==> config.mk <==
export PLATFORM = sky130hd
export DESIGN_NAME = sbox_tower
export DESIGN_NICKNAME = d
export VERILOG_FILES = /design/src/rtl/sbox_tower_pkg.sv /design/src/rtl/sbox_stage_norm.sv /design/src/rtl/sbox_stage_inv.sv /design/src/rtl/sbox_bypass.sv /design/src/rtl/sbox_stage_out.sv /design/src/rtl/sbox_tower.sv
export SDC_FILE = /design/constraint.sdc
export NUM_CORES = 1
export LEC_CHECK = 0
export BUFFER_PORTS_ARGS = -buffer_cell sky130_fd_sc_hd__buf_2
export CORE_MARGIN = 2
export CORE_UTILIZATION = 40
export DETAILED_ROUTE_END_ITERATION = 7
export PLACE_DENSITY = 0.55
export SYNTH_ARGS = -nofsm -noshare
export SYNTH_HDL_FRONTEND = slang
export SYNTH_SLANG_ARGS = --single-unit
export TNS_END_PERCENT = 20
==> constraint.sdc <==
create_clock -name vclk -period 16.33
set_input_delay 1.633 -clock vclk [all_inputs]
set_output_delay 1.633 -clock vclk [all_outputs]
set_load 0.02 [all_outputs]
==> src/rtl/sbox_tower_pkg.sv <==
package sbox_tower_pkg;

  localparam int BYTE_W = 8;
  localparam int NIB_W  = 4;
  localparam int PAIR_W = 2;
  localparam int MAT_W  = BYTE_W * BYTE_W;

  localparam logic [BYTE_W-1:0] AFFINE_CONST = 8'h63;
  // z^2 + z + lambda defines the top extension; lambda = (x+1)*y
  localparam logic [NIB_W-1:0] LAMBDA = 4'b1100;

  typedef logic [MAT_W-1:0] bitMat_t;

  // GF(4) with x^2 = x + 1, element {hi, lo}
  function automatic logic [1:0] gf4Mul(input logic [1:0] a, input logic [1:0] b);
    logic [1:0] r;
    r[1] = (a[1] & b[1]) ^ (a[1] & b[0]) ^ (a[0] & b[1]);
    r[0] = (a[1] & b[1]) ^ (a[0] & b[0]);
    return r;
  endfunction

  function automatic logic [1:0] gf4Sq(input logic [1:0] a);
    return {a[1], a[1] ^ a[0]};
  endfunction

  // multiply by phi = x
  function automatic logic [1:0] gf4MulPhi(input logic [1:0] a);
    return {a[1] ^ a[0], a[1]};
  endfunction

  // GF(16) over GF(4) with y^2 = y + phi, element {hi, lo}
  function automatic logic [3:0] gf16Mul(input logic [3:0] a, input logic [3:0] b);
    logic [1:0] hh, hi, lo;
    hh = gf4Mul(a[3:2], b[3:2]);
    hi = hh ^ gf4Mul(a[3:2], b[1:0]) ^ gf4Mul(a[1:0], b[3:2]);
    lo = gf4MulPhi(hh) ^ gf4Mul(a[1:0], b[1:0]);
    return {hi, lo};
  endfunction

  function automatic logic [3:0] gf16Sq(input logic [3:0] a);
    logic [1:0] hs;
    hs = gf4Sq(a[3:2]);
    return {hs, gf4MulPhi(hs) ^ gf4Sq(a[1:0])};
  endfunction

  // GF(256) over GF(16) with z^2 = z + lambda (used to derive the basis change)
  function automatic logic [7:0] gfTowerMul(input logic [7:0] a, input logic [7:0] b);
    logic [3:0] hh, hi, lo;
    hh = gf16Mul(a[7:4], b[7:4]);
    hi = hh ^ gf16Mul(a[7:4], b[3:0]) ^ gf16Mul(a[3:0], b[7:4]);
    lo = gf16Mul(hh, LAMBDA) ^ gf16Mul(a[3:0], b[3:0]);
    return {hi, lo};
  endfunction

  // XOR of the matrix columns selected by the set bits of v
  function automatic logic [7:0] matApply(input bitMat_t m, input logic [7:0] v);
    logic [7:0] r;
    r = '0;
    for (int i = 0; i < BYTE_W; i++) begin
      r ^= m[i*BYTE_W +: BYTE_W] & {BYTE_W{v[i]}};
    end
    return r;
  endfunction

  function automatic logic [7:0] affineLinear(input logic [7:0] a);
    logic [7:0] r;
    for (int i = 0; i < BYTE_W; i++) begin
      r[i] = a[i] ^ a[(i+4)%8] ^ a[(i+5)%8] ^ a[(i+6)%8] ^ a[(i+7)%8];
    end
    return r;
  endfunction

  // first tower element g satisfying g^8+g^4+g^3+g+1 = 0
  function automatic logic [7:0] findRoot();
    logic [7:0] g, p2, p3, p4, p8;
    logic found;
    g = 8'h02;
    found = 1'b0;
    for (int c = 2; c < 256; c++) begin
      if (!found) begin
        p2 = gfTowerMul(8'(c), 8'(c));
        p3 = gfTowerMul(p2, 8'(c));
        p4 = gfTowerMul(p2, p2);
        p8 = gfTowerMul(p4, p4);
        if ((p8 ^ p4 ^ p3 ^ 8'(c) ^ 8'h01) == 8'h00) begin
          g = 8'(c);
          found = 1'b1;
        end
      end
    end
    return g;
  endfunction

  // column i = image of x^i
  function automatic bitMat_t buildIso();
    bitMat_t m;
    logic [7:0] g, pw;
    g = findRoot();
    pw = 8'h01;
    for (int i = 0; i < BYTE_W; i++) begin
      m[i*BYTE_W +: BYTE_W] = pw;
      pw = gfTowerMul(pw, g);
    end
    return m;
  endfunction

  // inverse basis change merged with the affine matrix
  function automatic bitMat_t buildOut(input bitMat_t iso);
    bitMat_t m;
    logic [7:0] v;
    m = '0;
    for (int a = 1; a < 256; a++) begin
      v = matApply(iso, 8'(a));
      for (int j = 0; j < BYTE_W; j++) begin
        if (v == (8'h01 << j)) m[j*BYTE_W +: BYTE_W] = affineLinear(8'(a));
      end
    end
    return m;
  endfunction

  localparam bitMat_t ISO_MAT = buildIso();
  localparam bitMat_t OUT_MAT = buildOut(ISO_MAT);

endpackage

==> src/rtl/sbox_stage_norm.sv <==
module sbox_stage_norm
  import sbox_tower_pkg::*;
(
  input  logic [BYTE_W-1:0] inWord,
  output logic [BYTE_W-1:0] mappedWord,
  output logic [NIB_W-1:0]  normVal
);
  logic [NIB_W-1:0] hiPart, loPart;

  always_comb begin
    mappedWord = matApply(ISO_MAT, inWord);
    hiPart = mappedWord[BYTE_W-1:NIB_W];
    loPart = mappedWord[NIB_W-1:0];
    normVal = gf16Mul(gf16Sq(hiPart), LAMBDA) ^ gf16Mul(hiPart, loPart) ^ gf16Sq(loPart);
  end
endmodule

==> src/rtl/sbox_stage_inv.sv <==
module sbox_stage_inv
  import sbox_tower_pkg::*;
(
  input  logic [NIB_W-1:0] normVal,
  output logic [NIB_W-1:0] normInv
);
  logic [PAIR_W-1:0] hiPart, loPart, subNorm, subInv;

  always_comb begin
    hiPart = normVal[NIB_W-1:PAIR_W];
    loPart = normVal[PAIR_W-1:0];
    subNorm = gf4MulPhi(gf4Sq(hiPart)) ^ gf4Mul(hiPart, loPart) ^ gf4Sq(loPart);
    subInv = gf4Sq(subNorm);
    normInv = {gf4Mul(hiPart, subInv), gf4Mul(hiPart ^ loPart, subInv)};
  end
endmodule

==> src/rtl/sbox_bypass.sv <==
module sbox_bypass #(
  parameter int WIDTH = 8,
  parameter int DEPTH = 2
) (
  input  logic [WIDTH-1:0] dIn,
  output logic [WIDTH-1:0] dOut
);
  logic [WIDTH-1:0] chain [DEPTH+1];

  assign chain[0] = dIn;
  generate
    for (genvar k = 0; k < DEPTH; k++) begin : g_tap
      assign chain[k+1] = chain[k];
    end
  endgenerate
  assign dOut = chain[DEPTH];
endmodule

==> src/rtl/sbox_stage_out.sv <==
module sbox_stage_out
  import sbox_tower_pkg::*;
(
  input  logic [BYTE_W-1:0] mappedWord,
  input  logic [NIB_W-1:0]  normInv,
  output logic [BYTE_W-1:0] outWord
);
  logic [NIB_W-1:0] hiPart, loPart;
  logic [BYTE_W-1:0] towerInv;

  always_comb begin
    hiPart = mappedWord[BYTE_W-1:NIB_W];
    loPart = mappedWord[NIB_W-1:0];
    towerInv = {gf16Mul(hiPart, normInv), gf16Mul(hiPart ^ loPart, normInv)};
    outWord = matApply(OUT_MAT, towerInv) ^ AFFINE_CONST;
  end
endmodule

==> src/rtl/sbox_tower.sv <==
module sbox_tower
  import sbox_tower_pkg::*;
#(
  parameter int BYPASS_DEPTH = 2
) (
  input  logic [7:0] inWord,
  output logic [7:0] outWord
);
  logic [BYTE_W-1:0] mappedWord, mappedDly;
  logic [NIB_W-1:0]  normVal, normInv;

  sbox_stage_norm u_norm (.inWord(inWord), .mappedWord(mappedWord), .normVal(normVal));
  sbox_stage_inv  u_inv  (.normVal(normVal), .normInv(normInv));
  sbox_bypass #(.WIDTH(BYTE_W), .DEPTH(BYPASS_DEPTH)) u_byp (.dIn(mappedWord), .dOut(mappedDly));
  sbox_stage_out  u_out  (.mappedWord(mappedDly), .normInv(normInv), .outWord(outWord));
endmodule

Word-level counts from Yosys, hierarchy flattened
Index checks and enable logic that the tools add are counted.
{"block": "totals", "ff_bits": 0, "inputBits": 8, "output_inout_bits": 8, "elab_cells": 153}
{"block": "classes", "bitwise": 153}
{"operator": "1-bit AND", "n": 60}
{"operator": "1-bit XOR", "n": 60}
{"operator": "8-bit XOR", "n": 6}
{"operator": "8-bit by 7-bit XOR with 8-bit output", "n": 4}
{"operator": "2-bit XOR", "n": 15}
{"operator": "4-bit XOR", "n": 3}
{"operator": "8-bit by 2-bit XOR with 8-bit output", "n": 1}
{"operator": "8-bit by 6-bit XOR with 8-bit output", "n": 1}
{"operator": "1-bit by 7-bit XOR with 7-bit output", "n": 1}
{"operator": "5-bit XOR", "n": 1}
{"operator": "4-bit inverter", "n": 1}

Depth between registers and ports, before layout
Gate-level depths: netlist of run 1.
{"block": "logic_depth", "ltp_word": 36, "ltp_mapped": 25, "depth_no_buf": 22}

By module
From an unflattened synthesis of run 1, not the netlist that was laid out.
{"block": "hier_totals", "hier_cells": 249, "area_unflattened_um2": 2080.7}
{"mod": "sbox_stage_out", "n_inst": 1, "cells_each": 105, "area_each_um2": 909.6, "seq_area_each_um2": 0.0}
{"mod": "sbox_stage_norm", "n_inst": 1, "cells_each": 112, "area_each_um2": 879.6, "seq_area_each_um2": 0.0}
{"mod": "sbox_stage_inv", "n_inst": 1, "cells_each": 24, "area_each_um2": 231.5, "seq_area_each_um2": 0.0}
{"mod": "sbox_bypass", "n_inst": 1, "cells_each": 8, "area_each_um2": 60.1, "seq_area_each_um2": 0.0}

Worst setup path before layout of run 1
Ideal clock, no wire load.
{"block": "synth_timing", "path_kind": "input to output", "start": "in inWord[3]", "end": "out outWord[0]", "arrival_time_ps": 6951, "t_required_ps": 14697, "setup_slack_ps": 7746, "stages": 25, "n_path_buf": 3, "path_cell_list": "buf_4 > xnor2_1 > xnor2_1 > xnor2_1 > ha_1 > xnor2_1 > xnor2_1 > xnor2_1 > xnor2_1 > xnor2_1 > inv_2 > ha_1 > clkbuf_4 > inv_1 > nor2_1 > a31oi_4 > o221ai_2 > or2_1 > buf_6 > or3_4 > o221a_2 > xnor3_2 > xnor2_2 > xor2_2 > xnor2_1"}
{"block": "synth_between", "elab_chain_cells": 33, "elab_cells_between_ends": 133, "cone_classes": "bitwise: 133"}
{"item": "start, declared", "line": "sbox_tower.sv:6", "text": "input logic [7:0] inWord,"}
{"item": "8-bit by 7-bit XOR with 8-bit output (*) (2 in a row)", "line": "sbox_tower_pkg.sv:60", "text": "r ^= m[i*BYTE_W +: BYTE_W] & {BYTE_W{v[i]}};"}
{"item": "8-bit XOR (*)", "line": "sbox_tower_pkg.sv:60"}
{"item": "8-bit by 7-bit XOR with 8-bit output (*)", "line": "sbox_tower_pkg.sv:60"}
{"item": "8-bit XOR (*)", "line": "sbox_tower_pkg.sv:60"}
{"item": "1-bit XOR (tied with other cells)", "line": "sbox_tower_pkg.sv:23", "text": "return {a[1], a[1] ^ a[0]};"}
{"item": "1-bit XOR, on equally long branches", "line": "sbox_tower_pkg.sv:18, sbox_tower_pkg.sv:28, sbox_tower_pkg.sv:17"}
{"item": "2-bit XOR (tied with other cells)", "line": "sbox_tower_pkg.sv:43", "text": "return {hs, gf4MulPhi(hs) ^ gf4Sq(a[1:0])};"}
{"item": "1-bit XOR (tied with other cells)", "line": "sbox_tower_pkg.sv:18", "text": "r[0] = (a[1] & b[1]) ^ (a[0] & b[0]);"}
{"item": "[12 not listed]"}
{"item": "1-bit XOR (2 in a row)", "line": "sbox_tower_pkg.sv:17", "text": "r[1] = (a[1] & b[1]) ^ (a[1] & b[0]) ^ (a[0] & b[1]);"}
{"item": "1-bit XOR", "line": "sbox_tower_pkg.sv:28", "text": "return {a[1] ^ a[0], a[1]};"}
{"item": "2-bit XOR", "line": "sbox_tower_pkg.sv:36", "text": "lo = gf4MulPhi(hh) ^ gf4Mul(a[1:0], b[1:0]);"}
{"item": "5-bit XOR", "line": "sbox_tower_pkg.sv:60"}
{"item": "8-bit XOR (4 in a row)", "line": "sbox_tower_pkg.sv:60"}
{"item": "8-bit by 6-bit XOR with 8-bit output", "line": "sbox_tower_pkg.sv:60"}
{"item": "8-bit by 2-bit XOR with 8-bit output (*)", "line": "sbox_tower_pkg.sv:60"}
{"item": "4-bit inverter (no source line) (*)"}
{"item": "end, declared", "line": "sbox_tower.sv:7", "text": "output logic [7:0] outWord"}
Mark *: on every way between the ends. The rest lies on a longest branch, timed or not.

Worst setup path after layout of run 1
{"block": "layout_timing", "start": "in inWord[7]", "end": "out outWord[0]"}
{"block": "layout_between", "elab_chain_cells": 30, "elab_cells_between_ends": 138, "cone_classes": "bitwise: 138"}
{"item": "8-bit XOR (*)", "line": "sbox_tower_pkg.sv:60"}
{"item": "1-bit AND, on equally long branches", "line": "sbox_tower_pkg.sv:17, sbox_tower_pkg.sv:18"}
{"item": "1-bit XOR (2 in a row)", "line": "sbox_tower_pkg.sv:17"}
{"item": "2-bit XOR or 1-bit XOR (tied branches)", "line": "sbox_tower_pkg.sv:35, sbox_tower_pkg.sv:28"}
{"item": "2-bit XOR, on equally long branches", "line": "sbox_tower_pkg.sv:35, sbox_tower_pkg.sv:36"}
{"item": "4-bit XOR (2 in a row)", "line": "sbox_stage_norm.sv:14", "text": "normVal = gf16Mul(gf16Sq(hiPart), LAMBDA) ^ gf16Mul(hiPart, loPart) ^ gf16Sq(loPart);"}
{"item": "1-bit AND, on equally long branches", "line": "sbox_tower_pkg.sv:17, sbox_tower_pkg.sv:18"}
{"item": "1-bit XOR (2 in a row)", "line": "sbox_tower_pkg.sv:17"}
{"item": "[7 not listed]"}
{"item": "1-bit XOR (2 in a row)", "line": "sbox_tower_pkg.sv:17"}
{"item": "1-bit XOR", "line": "sbox_tower_pkg.sv:28"}
{"item": "2-bit XOR", "line": "sbox_tower_pkg.sv:36"}
{"item": "5-bit XOR", "line": "sbox_tower_pkg.sv:60"}
{"item": "8-bit XOR (4 in a row)", "line": "sbox_tower_pkg.sv:60"}
{"item": "8-bit by 6-bit XOR with 8-bit output", "line": "sbox_tower_pkg.sv:60"}
{"item": "8-bit by 2-bit XOR with 8-bit output (*)", "line": "sbox_tower_pkg.sv:60"}
{"item": "4-bit inverter (no source line) (*)"}
Marks and branches as above.

==> impl_metrics.tcl, run 1 <==
set metrics [dict create \
    status "completed" \
    core_area_um2 5473 \
    drt-pass1-iter-count 4 \
    num_io_pins 16 \
    grt_pass1_vias 1868 \
    drc 0 \
    slew_headroom_pct 36.46 \
    crit_path_top_delay_cell "a21oi_1" \
    ctsHoldBuffers 0 \
    numPortBuffers 16 \
    required_ps 14700 \
    hp-class "input pin to output port" \
    cts_setup_buffers 0 \
    synth_nets 295 \
    crit_chain "buf_2, xnor2_1, xnor2_1, xnor2_1, ha_1, xnor2_1, xnor2_1, xnor2_1, xnor2_1, xnor2_1, buf_4, inv_2, ha_1, nor2b_1, nand2_1, a21oi_1, o21ai_1, o221a_2, xnor3_2, xnor2_2, xor2_2, xnor2_1, buf_2" \
    multi_input_area_um2 2078 \
    antenna_cells 0 \
    crit_path_start "inWord[7]" \
    drv_cap 0 \
    nClkBuffers 0 \
    critPathArrivalTime_ps 7980 \
    antenna_found_initial 0 \
    grt_setup_unrepaired "false" \
    area.growth.synth_to_final_pct 2.390 \
    initial_core_util_pct 41.13 \
    avgSynthCellArea_um2 7.982 \
    ant_nets 0 \
    crit_path_frequent_cell "xnor2_1" \
    fmax_mhz 104.0 \
    viasPerCell 5.670 \
    ctsResizeCount 0 \
    period_needed_ps 9615 \
    drt-wirelength-per-cell_um 15.05 \
    yosys_warnings 0 \
    critPathLaunchType "input pin" \
    routed_wl_um 5299 \
    synth-seq-area-share_pct 0 \
    crit_fanout 15 \
    nets 295 \
    die_y_um 79.02 \
    fp.dieW_um 79.02 \
    dr.first_iter.drc_count 170 \
    gr-usage-all-layers_pct 17.71 \
    seq_area_um2 0 \
    critical_path.max_stage_delay_ps 760 \
    place_congestion 0.8916 \
    fp-row-count 27 \
    grt_max_degree 16 \
    drv_slew 0 \
    syn_inst 282 \
    synth_cell_types 79 \
    dieArea_um2 6243 \
    setup-tns-final_ps 0 \
    grt_pass1_wl_um 9259 \
    hold_viol 0 \
    nFillCells 577 \
    crit_type "input pin to output port" \
    post-dp-hpwl_um 4204 \
    n_sequential_cell 0 \
    tightestPinTransition_ps 953.0 \
    final_layout_size_suffix_gt1_share_pct 21.07 \
    setup_viol 0 \
    min-delay-start "inWord[5]" \
    finalCritPeriodShare_pct 58.88 \
    grt_overflow 0 \
    vias 1996 \
    synth_area_um2 2251 \
    endpoint_kind "output port" \
]
## stage by stage
stage	area (um^2)	hold WS (ps)	util [%]	setup WS (ps)	instances
floorplan	2251	3901	-	7746	282
global placement	2305	4305	42.11	6797	352
detailed placement	2305	4311	42.11	6850	352
CTS	2305	4313	42.11	6813	352
global route	2305	4386	42.11	6241	352
finish	2305	4310	42.11	6715	352
## kinds of logic after synthesis
kind of cell	count (synthesis)	synth area share [%]
multiplexers	9	4.391
XOR/XNOR	65	35.13
AO/OA/AOI/OAI	80	28.02
AND/OR/NAND/NOR	92	21.57
adder cells (fa/ha/maj)	6	3.224
buffers and inverters	30	7.670
## cells in the final DEF (no fill, tap or decap), drive strengths merged, types with 5 or more instances in the layout
cell type,netlist,layout
xnor2,47,47
nand2,26,26
o21ai,21,21
buf,14,17
nor2,16,16
nand3,13,13
a21oi,12,12
xor2,12,12
inv,10,10
mux2i,8,8
nor3,8,8
nand2b,6,6
o211ai,6,6
ha,5,5
o311ai,5,5
## cells in the mapped netlist, drive strengths merged, types with 5 or more instances
cell type	n	area, um^2
nand3	13	75.07
buf	14	101.3
nor3	8	51.30
mux2i	8	83.83
ha	5	62.56
o21ai	21	116.4
nor2	16	62.56
inv	10	45.04
xor2	12	138.9
clkbuf	5	22.52
xnor2	47	509.2
a21oi	12	60.06
o211ai	6	50.05
nand2b	6	37.54
o311ai	5	43.79
nand2	26	97.59
## area by class of cell
type                       count  area share, %
inverter                      11          2.117
multi-input combinational    252          90.17
tap                           72          3.909
timing repair buffer          17          3.800
## worst max-delay path, delay by kind of cell
kind            cells  cell delay (ps)
xor+xnor           12             2980
buf+inv             4              750
compound gates      3             1370
simple gates        2              420
fa+ha+maj           2              820
## metal layers
layer	vias to the layer above	routed length, um	share of wire, %	track usage (%)
li1	1024	-	-	-
met1	941	2751	52	26.81
met2	29	2424	46	29.92
met3	2	107	2.0	0
met4	0	14	0.26	0.5172
met5	-	0	0	0
## final timing paths
| path | cells past startpoint | slack, ps | endpoint |
|---|---|---|---|
| hold / removal | 7 | 4310 | outWord[6] |
| setup / recovery | 23 | 6720 | outWord[0] |
Power of run 1 is not shown: default switching activity piles up to over one toggle a cycle in this logic, so the estimate is an artifact.
==> run 2: changes to the inputs <==
--- a/config.mk
+++ b/config.mk
@@ -9,7 +9,7 @@
 export CORE_MARGIN = 2
 export CORE_UTILIZATION = 40
 export DETAILED_ROUTE_END_ITERATION = 7
-export PLACE_DENSITY = 0.55
+export PLACE_DENSITY = 0.57
 export SYNTH_ARGS = -nofsm -noshare
 export SYNTH_HDL_FRONTEND = slang
 export SYNTH_SLANG_ARGS = --single-unit
==> constraint.sdc (replaced) <==
create_clock -name vclk -period 8.8
set_input_delay 0.88 -clock vclk [all_inputs]
set_output_delay 0.88 -clock vclk [all_outputs]
set_load 0.02 [all_outputs]
==> run 2 against run 1 <==
Net effect:
- non-clock buffer count is 2 higher
- critical endpoint unchanged
- clock-buffer cell count did not move
- highest routed layer is now met3
- largest cell class unchanged
- first-iteration DRC count down 13%
==> impl_metrics.tcl, run 2 (same netlist as run 1, synthesis figures left out) <==
set metrics [dict create \
    status "completed" \
    crit_path_top_delay_cell "xnor2_1" \
    dieArea_um2 6243 \
    num_io_pins 16 \
    viasPerCell 5.723 \
    drt-pass1-iter-count 4 \
    grt_max_degree 16 \
    crit_type "input pin to output port" \
    n_sequential_cell 0 \
    most-common-layout-cells "xnor2_1 (37), nand2_1 (26), o21ai_0 (17), buf_2 (16), nor2_1 (15)" \
    dr.first_iter.drc_count 148 \
    ant_nets 0 \
    ctsResizeCount 0 \
    core_area_um2 5473 \
    crit_fanout 15 \
    nClkBuffers 0 \
    final_layout_size_suffix_gt1_share_pct 21.63 \
    drc 0 \
    die_y_um 79.02 \
    seq_area_um2 0 \
    crit_path_frequent_cell "xnor2_1" \
    fp.dieW_um 79.02 \
    fin_area_um2 2320 \
    vias 2026 \
    critPathArrivalTime_ps 7290 \
    post-dp-hpwl_um 4184 \
    crit_family "XOR/XNOR gates" \
    drv_cap 0 \
    tightestPinTransition_ps 1185 \
    hp-class "input pin to output port" \
    multi_input_area_um2 2078 \
    grt_pass1_vias 1901 \
    critical_path.max_stage_delay_ps 920 \
    endpoint_kind "output port" \
    grt_setup_unrepaired "false" \
    period_needed_ps 8168 \
    setup-tns-final_ps 0 \
    place_congestion 0.8739 \
    gr-usage-all-layers_pct 17.16 \
    drt-wirelength-per-cell_um 14.86 \
    path_buf_inv 4 \
    ctsHoldBuffers 0 \
    required_ps 7920 \
    crit_chain "buf_2, xnor2_1, xnor2_1, xnor2_1, buf_4, ha_1, xnor2_1, xnor2_1, xnor2_1, xnor2_1, xnor2_1, inv_2, ha_1, nor2b_1, nand4_1, a31oi_1, or2_1, o21ai_1, o221a_2, xnor3_2, xnor2_2, xor2_2, xnor2_1, buf_2" \
    nets 297 \
    grt_pass1_wl_um 9094 \
    drv_slew 0 \
    routed_wl_um 5261 \
    antenna_found_initial 0 \
    critPathLaunchType "input pin" \
    area.growth.synth_to_final_pct 3.057 \
    cts_setup_buffers 0 \
    setup_viol 0 \
    finalCritPeriodShare_pct 92.81 \
    nFillCells 558 \
    grt_overflow 0 \
    fmax_mhz 122.4 \
    placed_cell_area_um2 2320 \
    hold_viol 0 \
    slew_headroom_pct 20.43 \
    initial_core_util_pct 41.13 \
    layout_commonest_cell "xnor2_1" \
    numPortBuffers 16 \
    fp-row-count 27 \
    antenna_cells 0 \
]
-- run 2: area by class of cell --
type               instances  share of cell area [%]
inverters                 11                   2.104
well taps                 72                   3.884
repair buffers            19                   4.423
multi-input cells        252                   89.59
-- run 2: worst min-delay path, cell delays in order --
cell and delay, ps:
buf_2 210, inv_4 120, xnor2_4 110, inv_4 130, a21oi_1 110, xnor2_2 180, buf_2 180
-- run 2: path summary, 6_finish.rpt --
kind | slack, ps | startpoint | depth (start not counted) | end
max | 630 | inWord[7] | 24 | outWord[0]
min | 2800 | inWord[5] | 7 | outWord[6]
-- run 2: per-layer routing --
metal | GRT usage (%) | part of all wire [%] | wire (um)
met1 | 26.04 | 52 | 2717
met2 | 28.90 | 46 | 2442
met3 | 0.1136 | 1.9 | 101
met4 | 0.3448 | 0 | 0
met5 | 0 | 0 | 0
-- run 2: stage by stage --
stage | std cells | setup slack, ps | util, % | hold WS (ps)
after floorplan | 282 | 1722 | - | 2395
after global placement | 354 | 846.4 | 42.39 | 2804
after detailed placement | 354 | 724.8 | 42.39 | 2805
after CTS | 354 | 715.2 | 42.39 | 2810
after global routing | 354 | 136.6 | 42.39 | 2883
final | 354 | 632.3 | 42.39 | 2797
Power of run 2 is left out for the same reason.
==> run 3: changes to the inputs <==
--- a/config.mk
+++ b/config.mk
@@ -5,6 +5,7 @@
 export SDC_FILE = /design/constraint.sdc
 export NUM_CORES = 1
 export LEC_CHECK = 0
+export ABC_AREA = 1
 export BUFFER_PORTS_ARGS = -buffer_cell sky130_fd_sc_hd__buf_2
 export CORE_MARGIN = 2
 export CORE_UTILIZATION = 40
==> run 3 against run 2 <==
Net effect:
- clock-buffer cell count is the same
- die area grew 1.5%
- area after synthesis grew 1.6%
- final cell count grew 53%
- sequential share of layout area is the same
- flip-flop and latch count is the same
- critical path depth grew 15
- synthesized cell count grew 62%
- critical endpoint unchanged
- highest routed layer unchanged
==> impl_metrics.tcl, run 3 <==
set metrics [dict create \
    fmax_mhz 156.1 \
    min_path_cells 10 \
    initial_core_util_pct 41.51 \
    synth-seq-area-share_pct 0 \
    status "completed" \
    grt_pass1_vias 2288 \
    fp-row-count 27 \
    crit_fanout 8 \
    crit_path_frequent_cell "nand2_1" \
    synth_most_common_cell "nand2_1" \
    dieArea_um2 6335 \
    setup-tns-final_ps 0 \
    most-common-layout-cells "nand2_1 (211), nand3_1 (75), inv_1 (48), nand2_2 (21), buf_2 (16)" \
    avgSynthCellArea_um2 5.013 \
    drv_cap 0 \
    place_inst 540 \
    drv_slew 0 \
    grt_pass1_wl_um 10070 \
    synth_top_area_cell "nand2_1" \
    path_buf_inv 8 \
    vias 2646 \
    drt-wirelength-per-cell_um 10.48 \
    synth.mux.area_fraction_pct 0 \
    required_ps 7920 \
    antenna_cells 0 \
    syn_inst 456 \
    post-dp-hpwl_um 4787 \
    critPathLaunchType "input pin" \
    synthXorXnorAreaFrac_pct 9.633 \
    synth_cell_types 27 \
    synth_area_um2 2286 \
    layout_commonest_cell "nand2_1" \
    synth.area.top_cells "nand2_1 (35%), nand3_1 (16%), inv_1 (7.9%), nand2_2 (5.7%), nand2_4 (4.4%)" \
    dr.first_iter.drc_count 163 \
    crit_family "simple AND/OR/NAND/NOR gates" \
    grt_setup_unrepaired "false" \
    antenna_found_initial 0 \
    die_y_um 79.60 \
    hold_path_end "outWord[6]" \
    ctsResizeCount 0 \
    place_congestion 0.8552 \
    num_io_pins 16 \
    finalCritPeriodShare_pct 72.78 \
    holdWs_ps 2844 \
    crit_path_top_delay_cell "xnor2_1" \
    gr-usage-all-layers_pct 18.63 \
    setup_viol 0 \
    synth_nets 469 \
    nClkBuffers 0 \
    synth_compound_area_share_pct 4.324 \
    crit_type "input pin to output port" \
    routed_wl_um 5661 \
    cts_setup_buffers 0 \
    drt-pass1-iter-count 4 \
    endpoint_kind "output port" \
    ant_nets 0 \
    critical_path.max_stage_delay_ps 260 \
    hp-class "input pin to output port" \
    numPortBuffers 16 \
    min-delay-start "inWord[3]" \
    tightestPinTransition_ps 550.9 \
    fp.dieW_um 79.60 \
    synth_top_family_by_area "simple AND/OR/NAND/NOR gates" \
    final_layout_size_suffix_gt1_share_pct 17.31 \
    viasPerCell 4.900 \
    ctsHoldBuffers 0 \
    yosys.area_share.adder_pct 2.737 \
    synth_commonest_cells "nand2_1 (211), nand3_1 (75), inv_1 (48)" \
    nets 483 \
    drc 0 \
    core_area_um2 5507 \
    grt_overflow 0 \
    finalNonFillerCells 540 \
    synth.top_cell.area_share_pct 34.65 \
    synth-simple-area-share_pct 71.32 \
    period_needed_ps 6404 \
    seq_area_um2 0 \
    yosys_warnings 0 \
    critPathArrivalTime_ps 5520 \
    hold_viol 0 \
    slew_headroom_pct 63.25 \
    area.growth.synth_to_final_pct 5.802 \
    n_sequential_cell 0 \
    grt_max_degree 13 \
    utilization_pct 43.92 \
    nFillCells 612 \
]
run 3: cell count changes after synthesis, sizes merged, moves of 8 or more:
cell,previous run,this run
nand2,26,241
a21oi,12,2
o21ai,21,7
xnor2,47,6
inv,10,63
mux2i,8,0
nand3,13,78
nor3,8,0
buf,14,4
run 3: cell type report:
type	count	area [um^2]	share of cell area, %
inverter	63	236.5	9.778
multi-input combinational	389	2012	83.19
tap	72	90.09	3.725
timing repair buffer	16	80.08	3.311
run 3: worst max path at each step:
stage                   start          to  slack, ps  cells past startpoint
floorplan           inWord[4]  outWord[1]       3060                     36
global placement    inWord[2]  outWord[0]       2520                     39
detailed placement  inWord[2]  outWord[0]       2410                     39
CTS                 inWord[2]  outWord[0]       2400                     39
global route        inWord[2]  outWord[0]       1670                     39
finish              inWord[2]  outWord[0]       2400                     39
run 3: cell families (layout without fill, tap and decap cells):
kind of cell	after synthesis	in the layout
buffers and inverters	67	79
AOI/OAI and AO/OA	13	13
and+or+nand+nor	351	351
xor gates and xnor gates	20	20
adders and majority gates	5	5
run 3: routing by layer:
layer | part of all wire [%] | GRT usage (%) | vias up
li1 | - | - | 1457
met1 | 54 | 28.37 | 1153
met2 | 43 | 30.59 | 36
met3 | 3.5 | 0.3394 | 0
met4 | 0 | 0.6897 | 0
met5 | 0 | 0 | -
run 3: through the flow:
step	worst slack (ps)	instance area (um^2)
after floorplan	3063	2286
after global placement	2524	2419
after detailed placement	2410	2419
after CTS	2396	2419
after global routing	1669	2419
final	2396	2419
Power of run 3 is left out for the same reason.
